$ cat src/rtl/tc_pkg.sv
package tc_pkg;
  timeunit 1ns;
  timeprecision 1ps;

  typedef enum logic [1:0] {
    OP_ADD  = 2'b00,
    OP_SUB  = 2'b01,
    OP_NEG  = 2'b10,
    OP_PASS = 2'b11
  } tc_op_e;
endpackage

$ cat src/rtl/tc_operand_prep.sv
module tc_operand_prep
  import tc_pkg::*;
#(
  parameter int N = 8
) (
  input  logic [1:0]   op,
  input  logic [N-1:0] a,
  input  logic [N-1:0] b,
  output logic [N-1:0] x,
  output logic [N-1:0] y,
  output logic         cin
);
  timeunit 1ns;
  timeprecision 1ps;

  // Steer operands so every function uses the same adder.
  always_comb begin
    x   = a;
    y   = '0;
    cin = 1'b0;
    unique case (tc_op_e'(op))
      OP_ADD:  begin x = a;  y = b;  cin = 1'b0; end
      OP_SUB:  begin x = a;  y = ~b; cin = 1'b1; end
      OP_NEG:  begin x = '0; y = ~a; cin = 1'b1; end
      OP_PASS: begin x = a;  y = '0; cin = 1'b0; end
      default: begin x = a;  y = '0; cin = 1'b0; end
    endcase
  end
endmodule

$ cat src/rtl/tc_ripple_adder.sv
module tc_ripple_adder #(
  parameter int N = 8
) (
  input  logic [N-1:0] x,
  input  logic [N-1:0] y,
  input  logic         cin,
  output logic [N-1:0] sum
);
  timeunit 1ns;
  timeprecision 1ps;

  logic [N:0] carry;
  assign carry[0] = cin;

  for (genvar i = 0; i < N; i++) begin : g_bit
    assign sum[i]     = x[i] ^ y[i] ^ carry[i];
    assign carry[i+1] = (x[i] & y[i]) | (carry[i] & (x[i] ^ y[i]));
  end

  // The carry out of the top bit is dropped on purpose.
  logic unused_cout;
  assign unused_cout = carry[N];
endmodule

$ cat src/rtl/tc_overflow_detect.sv
module tc_overflow_detect
  import tc_pkg::*;
#(
  parameter int N = 8
) (
  input  logic [1:0]   op,
  input  logic [N-1:0] a,
  input  logic [N-1:0] x,
  input  logic [N-1:0] y,
  input  logic [N-1:0] sum,
  output logic         ovf
);
  timeunit 1ns;
  timeprecision 1ps;

  localparam int MSB = N - 1;

  logic sign_rule;
  logic neg_stuck;

  // Adder inputs share a sign but the sum does not.
  assign sign_rule = (x[MSB] == y[MSB]) && (sum[MSB] != x[MSB]);
  // A nonzero negation whose sign bit failed to change.
  assign neg_stuck = (a != '0) && (sum[MSB] == a[MSB]);

  always_comb begin
    unique case (tc_op_e'(op))
      OP_ADD, OP_SUB: ovf = sign_rule;
      OP_NEG:         ovf = neg_stuck;
      default:        ovf = 1'b0;
    endcase
  end
endmodule

$ cat src/rtl/tc_sign_widen.sv
module tc_sign_widen #(
  parameter int N = 8
) (
  input  logic [N-1:0]   a,
  output logic [2*N-1:0] wide
);
  timeunit 1ns;
  timeprecision 1ps;

  localparam int W = 2 * N;

  for (genvar i = 0; i < W; i++) begin : g_ext
    if (i < N) begin : g_low
      assign wide[i] = a[i];
    end else begin : g_high
      assign wide[i] = a[N-1];
    end
  end
endmodule

$ cat src/rtl/tc_arith_unit.sv
module tc_arith_unit #(
  parameter int N = 8
) (
  input  logic           clk,
  input  logic           rst,
  input  logic [1:0]     op_i,
  input  logic [N-1:0]   a_i,
  input  logic [N-1:0]   b_i,
  output logic [N-1:0]   res_o,
  output logic [2*N-1:0] wide_o,
  output logic           ovf_o
);
  timeunit 1ns;
  timeprecision 1ps;

  localparam int W = 2 * N;

  logic [N-1:0] add_x, add_y, add_sum;
  logic         add_cin;
  logic         ovf_d;
  logic [W-1:0] wide_d;

  tc_operand_prep #(.N(N)) u_prep (
    .op(op_i), .a(a_i), .b(b_i), .x(add_x), .y(add_y), .cin(add_cin)
  );

  tc_ripple_adder #(.N(N)) u_adder (
    .x(add_x), .y(add_y), .cin(add_cin), .sum(add_sum)
  );

  tc_overflow_detect #(.N(N)) u_ovf (
    .op(op_i), .a(a_i), .x(add_x), .y(add_y), .sum(add_sum), .ovf(ovf_d)
  );

  tc_sign_widen #(.N(N)) u_widen (
    .a(a_i), .wide(wide_d)
  );

  always_ff @(posedge clk) begin
    if (rst) begin
      res_o  <= '0;
      wide_o <= '0;
      ovf_o  <= 1'b0;
    end else begin
      res_o  <= add_sum;
      wide_o <= wide_d;
      ovf_o  <= ovf_d;
    end
  end
endmodule

$ cat config.mk
export PLATFORM = sky130hd
export DESIGN_NAME = tc_arith_unit
export DESIGN_NICKNAME = d
export VERILOG_FILES = /design/src/rtl/tc_pkg.sv /design/src/rtl/tc_operand_prep.sv /design/src/rtl/tc_ripple_adder.sv /design/src/rtl/tc_overflow_detect.sv /design/src/rtl/tc_sign_widen.sv /design/src/rtl/tc_arith_unit.sv
export SDC_FILE = /design/constraint.sdc
export NUM_CORES = 1
export LEC_CHECK = 0
export CAP_MARGIN = 20
export CORE_MARGIN = 5
export CORE_UTILIZATION = 61
export CTS_CLUSTER_SIZE = 25
export DETAILED_ROUTE_END_ITERATION = 7
export DONT_BUFFER_PORTS = 1
export GPL_ROUTABILITY_DRIVEN = 0
export PLACE_DENSITY = 0.77
export SYNTH_ARGS = -nofsm -noshare
export SYNTH_HDL_FRONTEND = slang
export SYNTH_SLANG_ARGS = --single-unit
$ cat constraint.sdc
create_clock -name clk -period 4.6 [get_ports clk]
set_input_delay 0.23 -clock clk [delete_from_list [all_inputs] [get_ports clk]]
set_output_delay 0.23 -clock clk [all_outputs]
set_load 0.005 [all_outputs]
==> results of run 1 <==
## worst max-delay path by stage
stage            start                   to  slack (ns)  cells past startpoint
5_1_grt        op_i[0]  res_o[7]$_SDFF_PP0_        0.45                     16
3_5_place_dp   op_i[0]  res_o[7]$_SDFF_PP0_        0.38                     16
6_report       op_i[0]  res_o[7]$_SDFF_PP0_        0.66                     16
4_1_cts        op_i[0]  res_o[7]$_SDFF_PP0_        0.66                     16
3_3_place_gp   op_i[0]  res_o[6]$_SDFF_PP0_        0.52                     14
2_1_floorplan  op_i[0]  res_o[7]$_SDFF_PP0_        0.51                     15
## placed cells by master, fill, tap and decap left out, drive strengths merged, types with 2 or more instances in the layout
cell,instances
o31ai,2
nor2,10
nand3,2
xnor2,2
o22ai,7
or4,2
fa,7
dfxtp,17
nor2b,10
clkbuf,4
ha,5
inv,8
mux2i,6
nand2b,7
o211ai,3
## metal layers
| metal | up-vias | GRT usage | wire, µm |
|---|---|---|---|
| met3 | 6 | 0.0573 | 204 |
| met2 | 32 | 0.270 | 950 |
| met4 | 0 | 0.105 | 48 |
| met5 | - | 0 | 0 |
| met1 | 339 | 0.208 | 863 |
| li1 | 354 | - | - |
## kinds of logic (layout without fill, tap and decap cells)
kind of cell	count (synthesis)	after routing	share of synthesized area
multiplexers	7	7	0.0659
buffers and inverters	21	14	0.109
AO/OA/AOI/OAI	18	18	0.124
AND/OR/NAND/NOR	35	35	0.184
adder cells (fa/ha/maj)	12	12	0.187
XOR/XNOR	2	2	0.0162
flip-flops	17	17	0.314
## per-stage QoR
step,power (mW),hold WS [ns]
3_3_place_gp,0.241,0.300
4_1_cts,0.325,0.0597
6_report,0.320,0.0640
2_1_floorplan,0.239,0.358
3_5_place_dp,0.244,0.300
5_1_grt,0.343,0.0478
## cell type report
| type | count | area [µm²] |
|---|---|---|
| Fill cell | 141 | 638 |
| Sequential cell | 17 | 340 |
| Inverter | 8 | 30.0 |
| Timing Repair Buffer | 2 | 17.5 |
| Multi-Input combinational cell | 74 | 624 |
| Clock buffer | 4 | 26.3 |
| Tap cell | 25 | 31.3 |
## flip-flops by register name, indices dropped and copies added, names as in the netlist
register and count:
ovf_o 1, wide_o 8, res_o 8
## critical path: cells and delay by family
family,cells,cell delay (ns)
mux,1,0.11
xor+xnor,2,0.28
fa+ha+maj,8,2.95
compound gates,1,0.18
buf+inv,3,0.30
simple gates,1,0.05
## Yosys cell counts
cell type / number
dfxtp_1: 17
nor2_1: 10
nor2b_1: 10
buf_4: 8
fa_1: 7
inv_1: 7
nand2b_1: 7
o22ai_1: 7
mux2i_1: 6
ha_1: 5
clkbuf_1: 2
nand3_1: 2
o211ai_1: 2
xnor2_1: 2
a211o_1: 1
a211oi_1: 1
a21oi_1: 1
a221oi_1: 1
and2b_1: 1
buf_1: 1
buf_2: 1
buf_6: 1
inv_2: 1
mux2_1: 1
nand2_1: 1
nand4b_1: 1
nor4_1: 1
o211ai_2: 1
o21a_1: 1
o21ai_1: 1
o31ai_1: 1
o31ai_2: 1
or4_1: 1
or4_4: 1
## power by group
group | total (mW) | internal, mW | switching (mW)
Combinational | 0.0692 | 0.0330 | 0.0362
Clock | 0.0776 | 0.0337 | 0.0438
Sequential | 0.173 | 0.164 | 0.00918
==> summary.md, run 1 <==
| Metric | Value |
|---|---|
| Clk slew on worst S/H paths | 0.09 ns |
| RSZ-0062 raised after global routing | no |
| Hold WC Path Type | in2reg |
| Routed length per placed instance | 15.9 µm |
| Post-synth top area share | 0.314 |
| Final setup viols | 0 |
| CTS Root Cell | clkbuf_4 |
| HPWL Detailed | 1.56 mm |
| Mean post-synth cell area | 9.66 µm² |
| Cell row count | 15 |
| Seq/Total Area, Yosys | 0.314 |
| Htree depth | 1 |
| Drt first pass iters | 4 |
| Total GRT Usage | 0.175 |
| Post-Route WL | 2.07 mm |
| Max Freq | 0.254 GHz |
| Placed cell areas | 1030 µm² |
| Die area | 2720 µm² |
| PostCTS Resize Cnt | 0 |
| TritonCTS buffer count | 3 |
| Placed Instances | 125 |
| Slowest Stage Delay on Critical Path | 0.42 ns |
| Dominant cells by area after synthesis | dfxtp_1 31%, fa_1 13%, ha_1 5.8%, nor2b_1 5.8%, mux2i_1 5.5% |
| Distinct cell type count after synthesis | 34 |
| Lkg Pwr | 0.420 nW |
| CP dominant cell by count | fa_1 |
| Vias per cell | 5.62 |
| Mapped cell area | 1080 µm² |
| Antenna violations before repair | 0 |
| Final design utilization | 0.626 |
| Final number of max-transition violations | 0 |
| Crit end category | flop |
| Tcrit/Tclk final | 0.856 |
| Design Area, Final | 1070 µm² |
| # diodes | 0 |
| GR Overflow Total | 0 |
| I/O Buffers | 0 |
| Syn-to-layout area delta | -1.16% |
| Leading area contributor after synthesis | dfxtp_1 |
| CP max FO | 6 |
| Worst EP arrival | 4.10 ns |
| Power Density | 299 nW/µm² |
| Largest net degree at the start of global routing | 17 |
| Syn Nets | 144 |
| Max-Cap Viols | 0 |
| Vias in the first global route | 768 |
| CP required | 4.76 ns |
| Share of post-route cells with drive strength above 1 | 0.0762 |
| Setup Buffers After CTS | 0 |
| Syn Inst Count | 112 |
| ANT nets after route | 0 |
| I/O pins | 45 |
| 1st-iter DRT viols | 12 |
| TritonCTS clock tree | done |
| Crit-path slowest cell | fa_1 |
| Clock Tree Buf Depth | 2 |
| Die H | 52.1 µm |
| Synth warn | 0 |
| Worst setup margin | 0.663 ns |
| Hold Path Stages | 1 |
| Sink Count | 17 |
| # nets final | 138 |
| Maximum vdd drop | 0.000176 V |
| TNS Setup | 0 ns |
| Starting Density | 0.634 |
| Final hold violation count | 0 |
| Measured slew at the worst slew-check pin | 0.554 ns |
| Setup CP Type | in2reg |
| Seq cells post-synth | 17 |
| Status | finished, final reports clean |
| Via Count | 731 |
| Max_slew headroom | 0.630 |
| Die width | 52.1 µm |
| Place WS | 0.384 ns |
| Worst Setup Start Kind | input port |
| Final Critical Period | 3.94 ns |
| Core area | 1710 µm² |
| Crit path cell chain | inv_1 -> ha_1 -> inv_2 -> o22ai_1 -> mux2i_1 -> fa_1 -> fa_1 -> fa_1 -> fa_1 -> fa_1 -> fa_1 -> inv_1 -> fa_1 -> xnor2_1 -> xnor2_1 -> nor2_1 |
| Min-delay src | a_i[2] |
| Non-filler cells, final | 130 |
| CTS hold repair buffers | 1 |
| Worst Hold End | wide_o[2]$_SDFF_PP0_ |
| Global-route wire length before repair | 3.45 mm |
| DRC | 0 |
Note: power is estimated with default switching activity, not from simulation.
==> run 2, diff against run 1 <==
--- a/config.mk
+++ b/config.mk
@@ -6,13 +6,13 @@
 export NUM_CORES = 1
 export LEC_CHECK = 0
 export CAP_MARGIN = 20
+export CORE_ASPECT_RATIO = 1.5
 export CORE_MARGIN = 5
-export CORE_UTILIZATION = 61
+export CORE_UTILIZATION = 40
 export CTS_CLUSTER_SIZE = 25
 export DETAILED_ROUTE_END_ITERATION = 7
 export DONT_BUFFER_PORTS = 1
 export GPL_ROUTABILITY_DRIVEN = 0
-export PLACE_DENSITY = 0.77
 export SYNTH_ARGS = -nofsm -noshare
 export SYNTH_HDL_FRONTEND = slang
 export SYNTH_SLANG_ARGS = --single-unit
==> summary.md, run 2 (same netlist as run 1, synthesis figures left out) <==
| Metric | Value |
|---|---|
| Status | finished, final reports clean |
| ANT nets after route | 0 |
| HPWL Detailed | 1.74 mm |
| Placed Instances | 138 |
| Setup CP Type | in2reg |
| Crit end category | flop |
| CP dominant cell by count | fa_1 |
| Global-route wire length before repair | 3.33 mm |
| Share of post-route cells with drive strength above 1 | 0.0857 |
| Crit-path slowest cell | fa_1 |
| Syn-to-layout area delta | 1.73% |
| Die width | 52.5 µm |
| Maximum vdd drop | 0.000133 V |
| Power Density | 316 nW/µm² |
| TritonCTS clock tree | done |
| CP required | 4.74 ns |
| I/O pins | 45 |
| Clk slew on worst S/H paths | 0.06 ns |
| Max Freq | 0.260 GHz |
| Final setup viols | 0 |
| Cell row count | 23 |
| Vias in the first global route | 761 |
| GR Overflow Total | 0 |
| Setup Buffers After CTS | 0 |
| Min-delay src | rst |
| Worst Setup Start Kind | input port |
| Critical Path Start | op_i[0] |
| Measured slew at the worst slew-check pin | 0.441 ns |
| Drt first pass iters | 4 |
| Max-Cap Viols | 0 |
| PostCTS Resize Cnt | 0 |
| Hold WC Path Type | in2reg |
| TritonCTS buffer count | 3 |
| Post-Route WL | 2.13 mm |
| Starting Density | 0.409 |
| Crit path cell chain | inv_1 -> ha_1 -> inv_2 -> o22ai_1 -> mux2i_1 -> fa_1 -> fa_1 -> fa_1 -> fa_1 -> fa_1 -> fa_1 -> inv_1 -> fa_1 -> xnor2_1 -> xnor2_1 -> nor2_1 |
| RSZ-0062 raised after global routing | no |
| Worst EP arrival | 4.00 ns |
| Final Critical Period | 3.85 ns |
| Clock Tree Buf Depth | 2 |
| CTS hold repair buffers | 0 |
| Most frequent cells in the layout | 17 x dfxtp_1, 10 x nor2_1, 10 x nor2b_1 |
| Vias per cell | 5.03 |
| Most common cell after layout, fill and taps aside | dfxtp_1 |
| Antenna violations before repair | 0 |
| DRC | 0 |
| Die H | 73.7 µm |
| I/O Buffers | 0 |
| Tcrit/Tclk final | 0.837 |
| CP max FO | 6 |
| CTS Root Cell | clkbuf_8 |
| Core area | 2650 µm² |
| Lkg Pwr | 0.429 nW |
| Largest net degree at the start of global routing | 19 |
| Slowest Stage Delay on Critical Path | 0.42 ns |
| Final number of max-transition violations | 0 |
| Htree depth | 1 |
| TNS Setup | 0 ns |
| # nets final | 138 |
| Sink Count | 17 |
| # diodes | 0 |
| Non-filler cells, final | 142 |
| Via Count | 714 |
| Final hold violation count | 0 |
| Die area | 3870 µm² |
| Regs by FF count | res_o (8), wide_o (8), ovf_o (1) |
| Total GRT Usage | 0.118 |
| Max_slew headroom | 0.706 |
| Routed length per placed instance | 15.0 µm |
| 1st-iter DRT viols | 13 |
-- run 2: cell types whose count changed in the layout (fill, tap and decap cells not counted) --
cell | before | now
dlygate4sd3_1 | 1 | 0
buf_4 | 1 | 2
clkbuf_8 | 0 | 3
clkbuf_4 | 3 | 0
-- run 2: per-layer routing --
layer / wire length [µm] / vias up / track usage
met5: 0 / - / 0
li1: - / 357 / -
met3: 247 / 7 / 0.0345
met1: 760 / 316 / 0.113
met2: 1050 / 34 / 0.211
met4: 75 / 0 / 0.0767
-- run 2: critical path: cells and delay by family --
family / cells / cell delay [ns]
fa+ha+maj: 8 / 2.89
compound gates: 1 / 0.17
simple gates: 1 / 0.05
buf+inv: 3 / 0.25
mux: 1 / 0.11
xor+xnor: 2 / 0.28
-- run 2: cell type report --
cell class	count	area, µm²
multi-input combinational	74	624
inverter	8	30.0
fill	271	1550
tap	37	46.3
sequential	17	340
clock buffer	4	45.0
timing repair buffer	2	15.0
-- run 2: worst paths after layout --
check	slack, ns	cells past startpoint	endpoint
hold / removal	0.04	1	res_o[0]$_SDFF_PP0_
setup / recovery	0.75	16	res_o[7]$_SDFF_PP0_
-- run 2: report_power, final --
group | switching, mW | leakage (nW) | internal [mW]
clock network | 0.0466 | 0.0228 | 0.0614
registers | 0.00960 | 0.142 | 0.165
logic | 0.0337 | 0.265 | 0.0324
-- run 2: per-stage QoR --
stage                     hold WS [ns]   util  setup slack (ns)  cell area, µm²  power (mW)
after floorplan                  0.358      -             0.510            1080       0.239
after global placement           0.300  0.399             0.559            1060       0.243
after detailed placement         0.301  0.399             0.476            1060       0.245
after CTS                       0.0363  0.416             0.749            1100       0.352
after global routing            0.0369  0.416             0.506            1100       0.367
final                           0.0394  0.416             0.748            1100       0.348
==> run 3, diff against run 2 <==
==> constraint.sdc (replaced) <==
create_clock -name clk -period 3.3 [get_ports clk]
set_input_delay 0.165 -clock clk [delete_from_list [all_inputs] [get_ports clk]]
set_output_delay 0.165 -clock clk [all_outputs]
set_load 0.005 [all_outputs]
==> summary.md, run 3 (same netlist as run 1, synthesis figures left out) <==
| Metric | Value |
|---|---|
| Max_slew headroom | 0.685 |
| # diodes | 0 |
| 1st-iter DRT viols | 15 |
| Share of post-route cells with drive strength above 1 | 0.272 |
| CP required | 3.44 ns |
| Max-Cap Viols | 0 |
| Total GRT Usage | 0.130 |
| Measured slew at the worst slew-check pin | 0.472 ns |
| Drt first pass iters | 4 |
| Status | finished, violations left |
| Worst Setup Start Kind | input port |
| Vias in the first global route | 862 |
| Largest net degree at the start of global routing | 19 |
| # nets final | 158 |
| Final setup viols | 2 |
| TNS Setup | -0.0380 ns |
| ANT nets after route | 0 |
| Setup CP Type | in2reg |
| # fillers | 259 |
| Antenna violations before repair | 0 |
| Max Freq | 0.301 GHz |
| Most frequent cells in the layout | 17 x dfxtp_1, 13 x dlygate4sd3_1, 10 x nor2_1, 10 x nor2b_1 |
| RSZ-0062 raised after global routing | yes |
| Hold Path Stages | 1 |
| Die H | 73.7 µm |
| Hold slack | -0.0189 ns |
| Global-route wire length before repair | 3.75 mm |
| Worst setup margin | -0.0262 ns |
| Via Count | 833 |
| Worst Hold End | res_o[5]$_SDFF_PP0_ |
| TritonCTS clock tree | done |
| Post-Route WL | 2.35 mm |
| Die width | 52.5 µm |
| I/O Buffers | 0 |
| Worst EP arrival | 3.47 ns |
| Final hold violation count | 3 |
| Cell row count | 23 |
| Clock Tree Buf Depth | 2 |
| Vias per cell | 5.14 |
| Min-delay src | rst |
| Crit end category | flop |
| Starting Density | 0.409 |
| Place WS | -0.300 ns |
| Hold WC Path Type | in2reg |
| I/O pins | 45 |
| Htree depth | 1 |
| CTS Root Cell | clkbuf_8 |
| HPWL Detailed | 1.79 mm |
| CP max FO | 3 |
| Power Density | 381 nW/µm² |
| Clk slew on worst S/H paths | 0.06 ns |
| Syn-to-layout area delta | 28.6% |
| Sink Count | 17 |
| TritonCTS buffer count | 3 |
| Maximum vdd drop | 0.000194 V |
| Final number of max-transition violations | 0 |
| Die area | 3870 µm² |
| GR Overflow Total | 0 |
| Routed length per placed instance | 14.5 µm |
| Final Critical Period | 3.33 ns |
| DRC | 0 |
| Failing checks | hold timing, setup timing |
| Lkg Pwr | 0.541 nW |
| Most common cell after layout, fill and taps aside | dfxtp_1 |
| Tcrit/Tclk final | 1.01 |
| Regs by FF count | res_o (8), wide_o (8), ovf_o (1) |
| Core area | 2650 µm² |
| CTS hold repair buffers | 13 |
## run 3: worst max-delay path by stage
stage | from | to | slack [ns] | depth (start not counted)
CTS | op_i[0] | res_o[6]$_SDFF_PP0_ | -0.02 | 14
floorplan | op_i[0] | res_o[6]$_SDFF_PP0_ | -0.24 | 13
detailed placement | op_i[0] | res_o[6]$_SDFF_PP0_ | -0.30 | 14
finish | op_i[0] | res_o[7]$_SDFF_PP0_ | -0.03 | 15
global route | op_i[0] | res_o[7]$_SDFF_PP0_ | -0.1 | 15
global placement | op_i[0] | res_o[6]$_SDFF_PP0_ | -0.23 | 14
## run 3: critical path, cell delays in order
cell	delay (ns)
clkinvlp_4	0.10
buf_12	0.15
ha_4	0.14
nand2b_4	0.13
fa_2	0.39
fa_2	0.36
fa_2	0.36
fa_2	0.36
fa_2	0.35
fa_2	0.35
inv_2	0.06
fa_2	0.23
xnor2_2	0.13
xnor2_1	0.14
nor2_1	0.05
## run 3: report_power, final
group	internal (mW)	total, mW	switching, mW
logic	0.0801	0.138	0.0578
registers	0.229	0.243	0.0133
clock network	0.0854	0.149	0.0638
## run 3: routing by layer
layer  track usage  vias to the layer above  part of all wire
li1              -                      396                 -
met1         0.130                      401              0.34
met2         0.229                       30              0.53
met3        0.0406                        6              0.11
met4        0.0767                        0             0.025
met5             0                        -                 0
## run 3: area by class of cell
type	count	area, µm²	area share
clock buffers	4	45.0	0.0324
well taps	37	46.3	0.0333
multi-input cells	74	712	0.512
repair buffers	22	214	0.154
flip-flops and latches	17	340	0.245
inverters	8	33.8	0.0243
## run 3: metrics by stage
step	std cells	util	total power, mW	area, µm²
4_1_cts	161	0.508	0.526	1350
3_3_place_gp	144	0.442	0.354	1170
3_5_place_dp	144	0.442	0.357	1170
5_1_grt	162	0.526	0.563	1390
6_report	162	0.526	0.530	1390
2_1_floorplan	112	-	0.343	1160
## run 3: repair_timing
action | 4_1_cts | 5_1_grt
cloned | 0 | 0
hold endpoints to repair | 16 | 3
setup endpoints to repair | 2 | 3
resized for setup | 0 | 5
pin swaps | 1 | 0
setup buffers | 0 | 1
